==> src/rtl/bank_route_pkg.sv <==
package bank_route_pkg;
  // Sizing of the network
  localparam int UNITS   = 4;
  localparam int DEPTH   = 16;
  localparam int WORD    = 9;
  localparam int BANKS   = 8;
  // Derived widths
  localparam int ADDR_W  = $clog2(DEPTH);
  localparam int COLOR_W = $clog2(BANKS);
  localparam int UNIT_W  = $clog2(UNITS);
  localparam int IDX_W   = ADDR_W + UNIT_W;

  // Steering strobes from control to datapath, one lane per bank
  typedef struct packed {
    logic [BANKS-1:0]             rdEn;
    logic [BANKS-1:0][UNIT_W-1:0] rdSrc;
    logic [BANKS-1:0]             wrEn;
    logic [BANKS-1:0][UNIT_W-1:0] wrSrc;
  } strobe_t;
endpackage

==> src/rtl/bank_route_bank.sv <==
module bank_route_bank
  import bank_route_pkg::*;
(
  input  logic              clk,
  input  logic              rdEn,
  input  logic [ADDR_W-1:0] rdAddr,
  output logic [WORD-1:0]   rdQ,
  input  logic              wrEn,
  input  logic [ADDR_W-1:0] wrAddr,
  input  logic [WORD-1:0]   wrData
);
  logic [WORD-1:0] mem [DEPTH];

  // Registered read sees the contents before a same-edge write
  always_ff @(posedge clk) begin
    if (rdEn) rdQ <= mem[rdAddr];
    if (wrEn) mem[wrAddr] <= wrData;
  end
endmodule

==> src/rtl/bank_route_ctrl.sv <==
module bank_route_ctrl
  import bank_route_pkg::*;
(
  input  logic                             clk,
  input  logic                             rst,
  input  logic [UNITS-1:0]                 rdValS1,
  input  logic [UNITS-1:0][COLOR_W-1:0]    rdColS1,
  input  logic [UNITS-1:0]                 wrValS1,
  input  logic [UNITS-1:0][COLOR_W-1:0]    wrColS1,
  output strobe_t                          strobes,
  output logic [UNITS-1:0]                 rdRespValid,
  output logic                             collisionErr
);
  logic clash;

  // Per-bank one-of-n selection; the lowest unit wins a shared bank
  always_comb begin
    int rdCnt;
    int wrCnt;
    strobes = '0;
    clash   = 1'b0;
    for (int b = 0; b < BANKS; b++) begin
      rdCnt = 0;
      wrCnt = 0;
      for (int p = UNITS - 1; p >= 0; p--) begin
        if (rdValS1[p] && rdColS1[p] == COLOR_W'(b)) begin
          strobes.rdEn[b]  = 1'b1;
          strobes.rdSrc[b] = UNIT_W'(p);
          rdCnt++;
        end
        if (wrValS1[p] && wrColS1[p] == COLOR_W'(b)) begin
          strobes.wrEn[b]  = 1'b1;
          strobes.wrSrc[b] = UNIT_W'(p);
          wrCnt++;
        end
      end
      if (rdCnt > 1 || wrCnt > 1) clash = 1'b1;
    end
  end

  always_ff @(posedge clk) begin
    if (rst) begin
      rdRespValid  <= '0;
      collisionErr <= 1'b0;
    end else begin
      rdRespValid  <= rdValS1;
      collisionErr <= collisionErr | clash;
    end
  end
endmodule

==> src/rtl/bank_route_dp.sv <==
module bank_route_dp
  import bank_route_pkg::*;
(
  input  logic                          clk,
  input  logic                          rst,
  input  logic                          phase,
  input  logic [UNITS-1:0]              rdReq,
  input  logic [UNITS-1:0][IDX_W-1:0]   rdIdx,
  input  logic [UNITS-1:0]              wrReq,
  input  logic [UNITS-1:0][IDX_W-1:0]   wrIdx,
  input  logic [UNITS-1:0][WORD-1:0]    wrData,
  input  logic                          cfgWrEn,
  input  logic [UNIT_W-1:0]             cfgTable,
  input  logic [ADDR_W-1:0]             cfgSlot,
  input  logic [COLOR_W-1:0]            cfgColor,
  input  strobe_t                       strobes,
  output logic [UNITS-1:0]              rdValS1,
  output logic [UNITS-1:0][COLOR_W-1:0] rdColS1,
  output logic [UNITS-1:0]              wrValS1,
  output logic [UNITS-1:0][COLOR_W-1:0] wrColS1,
  output logic [UNITS-1:0][WORD-1:0]    rdRespData
);
  logic [COLOR_W-1:0] colorTab [UNITS][DEPTH];

  logic [UNITS-1:0][UNIT_W-1:0]  rdSel, wrSel;
  logic [UNITS-1:0][ADDR_W-1:0]  rdAddrS1, wrAddrS1;
  logic [UNITS-1:0][WORD-1:0]    wrDataS1;
  logic [UNITS-1:0][COLOR_W-1:0] rdColS2;
  logic [BANKS-1:0][WORD-1:0]    bankQ;

  // Color tables, loaded by configuration writes
  always_ff @(posedge clk) begin
    if (cfgWrEn) colorTab[cfgTable][cfgSlot] <= cfgColor;
  end

  // Stage 1: table lookup, with address and data held alongside
  for (genvar gp = 0; gp < UNITS; gp++) begin : g_unit
    assign rdSel[gp] = phase ? rdIdx[gp][IDX_W-1:ADDR_W] : UNIT_W'(gp);
    assign wrSel[gp] = phase ? wrIdx[gp][IDX_W-1:ADDR_W] : UNIT_W'(gp);

    always_ff @(posedge clk) begin
      if (rst) begin
        rdValS1[gp] <= 1'b0;
        wrValS1[gp] <= 1'b0;
      end else begin
        rdValS1[gp] <= rdReq[gp];
        wrValS1[gp] <= wrReq[gp];
      end
      rdColS1[gp]  <= colorTab[rdSel[gp]][rdIdx[gp][ADDR_W-1:0]];
      wrColS1[gp]  <= colorTab[wrSel[gp]][wrIdx[gp][ADDR_W-1:0]];
      rdAddrS1[gp] <= rdIdx[gp][ADDR_W-1:0];
      wrAddrS1[gp] <= wrIdx[gp][ADDR_W-1:0];
      wrDataS1[gp] <= wrData[gp];
      // Stage 2: color follows the bank read latency
      rdColS2[gp]  <= rdColS1[gp];
    end

    assign rdRespData[gp] = bankQ[rdColS2[gp]];
  end

  // Bank stack with multiplexed steering
  for (genvar gb = 0; gb < BANKS; gb++) begin : g_bank
    bank_route_bank u_bank (
      .clk    (clk),
      .rdEn   (strobes.rdEn[gb]),
      .rdAddr (rdAddrS1[strobes.rdSrc[gb]]),
      .rdQ    (bankQ[gb]),
      .wrEn   (strobes.wrEn[gb]),
      .wrAddr (wrAddrS1[strobes.wrSrc[gb]]),
      .wrData (wrDataS1[strobes.wrSrc[gb]])
    );
  end
endmodule

==> src/rtl/bank_route_net.sv <==
module bank_route_net
  import bank_route_pkg::*;
(
  input  logic                          clk,
  input  logic                          rst,
  input  logic                          phase,
  input  logic [UNITS-1:0]              rdReq,
  input  logic [UNITS-1:0][IDX_W-1:0]   rdIdx,
  input  logic [UNITS-1:0]              wrReq,
  input  logic [UNITS-1:0][IDX_W-1:0]   wrIdx,
  input  logic [UNITS-1:0][WORD-1:0]    wrData,
  input  logic                          cfgWrEn,
  input  logic [UNIT_W-1:0]             cfgTable,
  input  logic [ADDR_W-1:0]             cfgSlot,
  input  logic [COLOR_W-1:0]            cfgColor,
  output logic [UNITS-1:0]              rdRespValid,
  output logic [UNITS-1:0][WORD-1:0]    rdRespData,
  output logic                          collisionErr
);
  strobe_t                       strobes;
  logic [UNITS-1:0]              rdValS1, wrValS1;
  logic [UNITS-1:0][COLOR_W-1:0] rdColS1, wrColS1;

  bank_route_dp u_dp (
    .clk, .rst, .phase, .rdReq, .rdIdx, .wrReq, .wrIdx, .wrData,
    .cfgWrEn, .cfgTable, .cfgSlot, .cfgColor, .strobes,
    .rdValS1, .rdColS1, .wrValS1, .wrColS1, .rdRespData
  );

  bank_route_ctrl u_ctrl (
    .clk, .rst, .rdValS1, .rdColS1, .wrValS1, .wrColS1,
    .strobes, .rdRespValid, .collisionErr
  );
endmodule

==> config.mk <==
export PLATFORM = sky130hd
export DESIGN_NAME = bank_route_net
export DESIGN_NICKNAME = d
export VERILOG_FILES = /design/src/rtl/bank_route_pkg.sv /design/src/rtl/bank_route_bank.sv /design/src/rtl/bank_route_ctrl.sv /design/src/rtl/bank_route_dp.sv /design/src/rtl/bank_route_net.sv
export SDC_FILE = /design/constraint.sdc
export NUM_CORES = 2
export LEC_CHECK = 0
export BUFFER_PORTS_ARGS = -buffer_cell sky130_fd_sc_hd__buf_2
export CORE_MARGIN = 4
export CORE_UTILIZATION = 30
export CTS_CLUSTER_DIAMETER = 200
export CTS_CLUSTER_SIZE = 10
export DETAILED_ROUTE_END_ITERATION = 16
export PLACE_DENSITY = 0.43
export SYNTH_ARGS = -nofsm -noshare
export SYNTH_HDL_FRONTEND = slang
export SYNTH_SLANG_ARGS = --single-unit
==> constraint.sdc <==
create_clock -name clk -period 5.5 [get_ports clk]
set_input_delay 0.275 -clock clk [delete_from_list [all_inputs] [get_ports clk]]
set_output_delay 0.275 -clock clk [all_outputs]
set_load 0.005 [all_outputs]
==> impl_results.md <==
- Run status: complete, no violations
- Setup-failing EPs final: 0
- Yosys warning count: 0
- Antenna viol nets, final: 0
- Flip-flop and latch count after synthesis: 1,533
- Worst-case vdd ir drop: 0.318 mV
- Share of synthesized flip-flops with an asynchronous set or reset: 0
- Reported max-cap violation count: 0
- Port buffer count: 145
- Final routed wire length divided by cell count: 32.7 µm
- Highest-delay cell along the critical path: nor2_1
- DR iter-0 viols: 6,508
- Number of flops mapped to enable cells by yosys: 1,416
- GRT Overall Usage: 0.217
- Data arrival, critical path: 4.86 ns
- Number of hold violations in the final report: 0
- Length of the first detailed-routing pass in iterations: 6
- Sequential fraction of the synthesis area: 0.570
- Most common cell after layout, fill and taps aside: edfxtp_1
- First-pass GRT wire length: 416,000 µm
- Post-detailed-placement half-perimeter wirelength: 202,000 µm
- Count of different cell masters after synthesis: 94
- Routability cong.: 0.894
- Post-Synthesis Cells: 5,450
- Fraction of final layout cells with drive strength greater than 1: 0.231
- Clock root buffer master: clkbuf_16
- Initial Utilization: 0.302
- Number of antenna violations at the first check in global routing: 19
- Synthesized cell area: 78,700 µm²
- Area of the placeable core: 260,000 µm²
- Synthesized area divided by synthesized cell count: 14.4 µm²
- Required time reported for the critical path endpoint: 5.92 ns
- Fmax: 225 MHz
- Pre-CTS worst setup slack: 1.00 ns
- Worst Max-Slew Pin Slew: 1.24 ns
- Routed via count divided by cell count: 5.67
- Cell area after layout: 89,900 µm²
- Post-CTS sizing: 0
- Layout-stage area growth over the synthesis result: 14.2%
- Critical path cell sequence: nand2b_1, nor3b_1, inv_1, ha_1, nor3_4, buf_4, mux2i_1, nand2_1, o21ai_0, nand2b_1, nor2_1
- Boundary pin count: 146
- Main synth FF type: edfxtp_1
- Number of remaining DRC errors: 0
- Placement Cell Area: 84,200 µm²
- Grt total ovfl: 0
- Power Density: 327 nW/µm²
- Number of setup buffers added after CTS: 0
- Count of H-tree levels built during CTS: 4
- Std-Cell Rows: 187
- Relative slew slack: 0.170
- Cell with the most instances on the worst path: nand2b_1
- Die X: 520 µm
- Clock tree sinks: 1,533
- Vias post-DR: 52,317
- CTS tree: done
- Number of buffers on the longest clock path: 3
- Total wirelength of the detailed-routed design: 301,000 µm
- Type of the most critical hold path: primary input to flip-flop
- Largest stage delay on the critical path: 0.85 ns
- Share of the cycle needed by the critical path after routing: 0.808
- Most frequent cells in the layout: edfxtp_1, mux2i_1, mux4_2
- Inserted Clock Buffers: 171
- Kind of capture point of the worst setup path: flip-flop
- Nets: 5,811
- Start-to-end type of the worst setup path: flip-flop to flip-flop
- Crit path time final: 4.44 ns
- Static Leakage: 0.0301 µW
- Die ar.: 271,000 µm²
- Synthesized net count: 5,619
- Post-route setup slack: 1.06 ns
- Number of pins exceeding their max-slew limit in the final report: 0
- Maximum fanout along the worst path: 30
- Sort of element at the start of the critical path: flip-flop
- Clock-pin slew on the worst setup and hold paths: 0.06 ns
- Final-layout setup total negative slack: 0 ns
- RSZ-0062 raised after global routing: no
- Via count of the first global-routing pass: 51,457
- Worst setup skew after layout: 0.0797 ns
- Clock insertion delay at the later pin of the skew report: 0.84 ns
- Chip Height: 520 µm
- Largest net degree at the start of global routing: 73
final cells by class:
class / instances / area [µm²]
Timing Repair Buffer: 441 / 3280
Sequential cell: 1533 / 44900
Fill cell: 25146 / 170000
Clock buffer: 236 / 4520
Multi-Input combinational cell: 3455 / 32300
Antenna cell: 5 / 12.5
Tap cell: 3496 / 4370
Clock inverter: 14 / 340
Inverter: 40 / 153
worst paths after layout:
path / from / to / slack (ns) / cells after the start
worst max-delay path: u_dp.wrColS1[11] / u_dp.g_bank[1].u_bank.mem[6][7] / 1.06 / 11
worst min-delay path: wrData[11] / u_dp.wrDataS1[11] / 0.08 / 2
worst max register to register: u_dp.wrColS1[11] / u_dp.g_bank[1].u_bank.mem[6][7] / 1.06 / 11
worst min register to register: u_dp.rdColS1[8] / u_dp.rdColS2[8] / 0.49 / 0
Yosys cell counts, types with 64 or more instances:
master / number / share of area
nand2_1: 460 / 0.022
mux4_2: 504 / 0.14
mux2i_1: 652 / 0.083
o22ai_1: 113 / 0.0090
buf_2: 83 / 0.0053
nor3_1: 78 / 0.0050
ha_1: 64 / 0.010
clkbuf_1: 253 / 0.012
nand2b_1: 106 / 0.0084
nand3_1: 67 / 0.0043
dfxtp_1: 117 / 0.030
a211oi_1: 144 / 0.014
edfxtp_1: 1416 / 0.54
mux2_2: 130 / 0.019
nor2_1: 342 / 0.016
a21oi_1: 202 / 0.013
metal layers:
metal  global-route usage  vias up  wire [µm]  share of wire
met5                    0        -          0              0
met4               0.0796        0      12500          0.041
met3               0.0463      589      24700          0.082
met2                0.333     2672     135000           0.45
met1                0.302    27080     129000           0.43
li1                     -    21976          -              -
report_power, final:
part	switching (µW)	internal, µW	total, µW
Sequential	481	13300	13800
Combinational	3130	1950	5080
Clock	4760	5720	10500
Total	8370	21000	29400
cells by family (layout without fill, tap and decap cells):
| kind of cell | after synthesis | count (layout) | synth area share |
|---|---|---|---|
| flops | 1533 | 1533 | 0.570 |
| simple gates | 1311 | 1311 | 0.0795 |
| mux | 1288 | 1288 | 0.246 |
| compound gates | 773 | 773 | 0.0658 |
| buf+inv | 462 | 731 | 0.0259 |
| fa+ha+maj | 64 | 64 | 0.0102 |
| xor+xnor | 19 | 19 | 0.00212 |
| other cells | 0 | 5 | 0 |
worst max-delay path, delay by kind of cell (launching register included):
| kind | cells | cell delay (ns) |
|---|---|---|
| AOI/OAI and AO/OA | 1 | 0.33 |
| buffers and inverters | 2 | 0.61 |
| adders and majority gates | 1 | 0.29 |
| muxes | 1 | 0.23 |
| and+or+nand+nor | 6 | 2.27 |
| DFF | 1 | 0.33 |
state kept, by name, summed over array words and instances (netlist names):
name                    cells
u_dp.rdValS1                4
u_dp.wrAddrS1              16
u_dp.rdAddrS1              16
u_dp.rdColS2               12
u_dp.wrColS1               12
u_ctrl.collisionErr         1
u_dp.rdColS1               12
u_ctrl.rdRespValid          4
u_dp.wrValS1                4
u_dp.colorTab             192
u_dp.wrDataS1              36
u_dp.g_bank.u_bank.rdQ     72
u_dp.g_bank.u_bank.mem   1152
timing repair:
item                                    CTS  global route
endpoints found under the hold margin   106             1
hold buffers                             81             1
endpoints found under the setup margin    0             0
through the flow:
stage,hold slack (ns),utilization,std cells,total power [µW]
2_1_floorplan,0.303,-,5450,16800
3_5_place_dp,0.379,0.324,8883,19100
6_report,0.0836,0.345,9220,29400
3_3_place_gp,0.380,0.324,8883,19000
4_1_cts,0.000338,0.345,9214,29700
5_1_grt,0.0239,0.345,9217,30400
(Power assumes the default switching activity.)
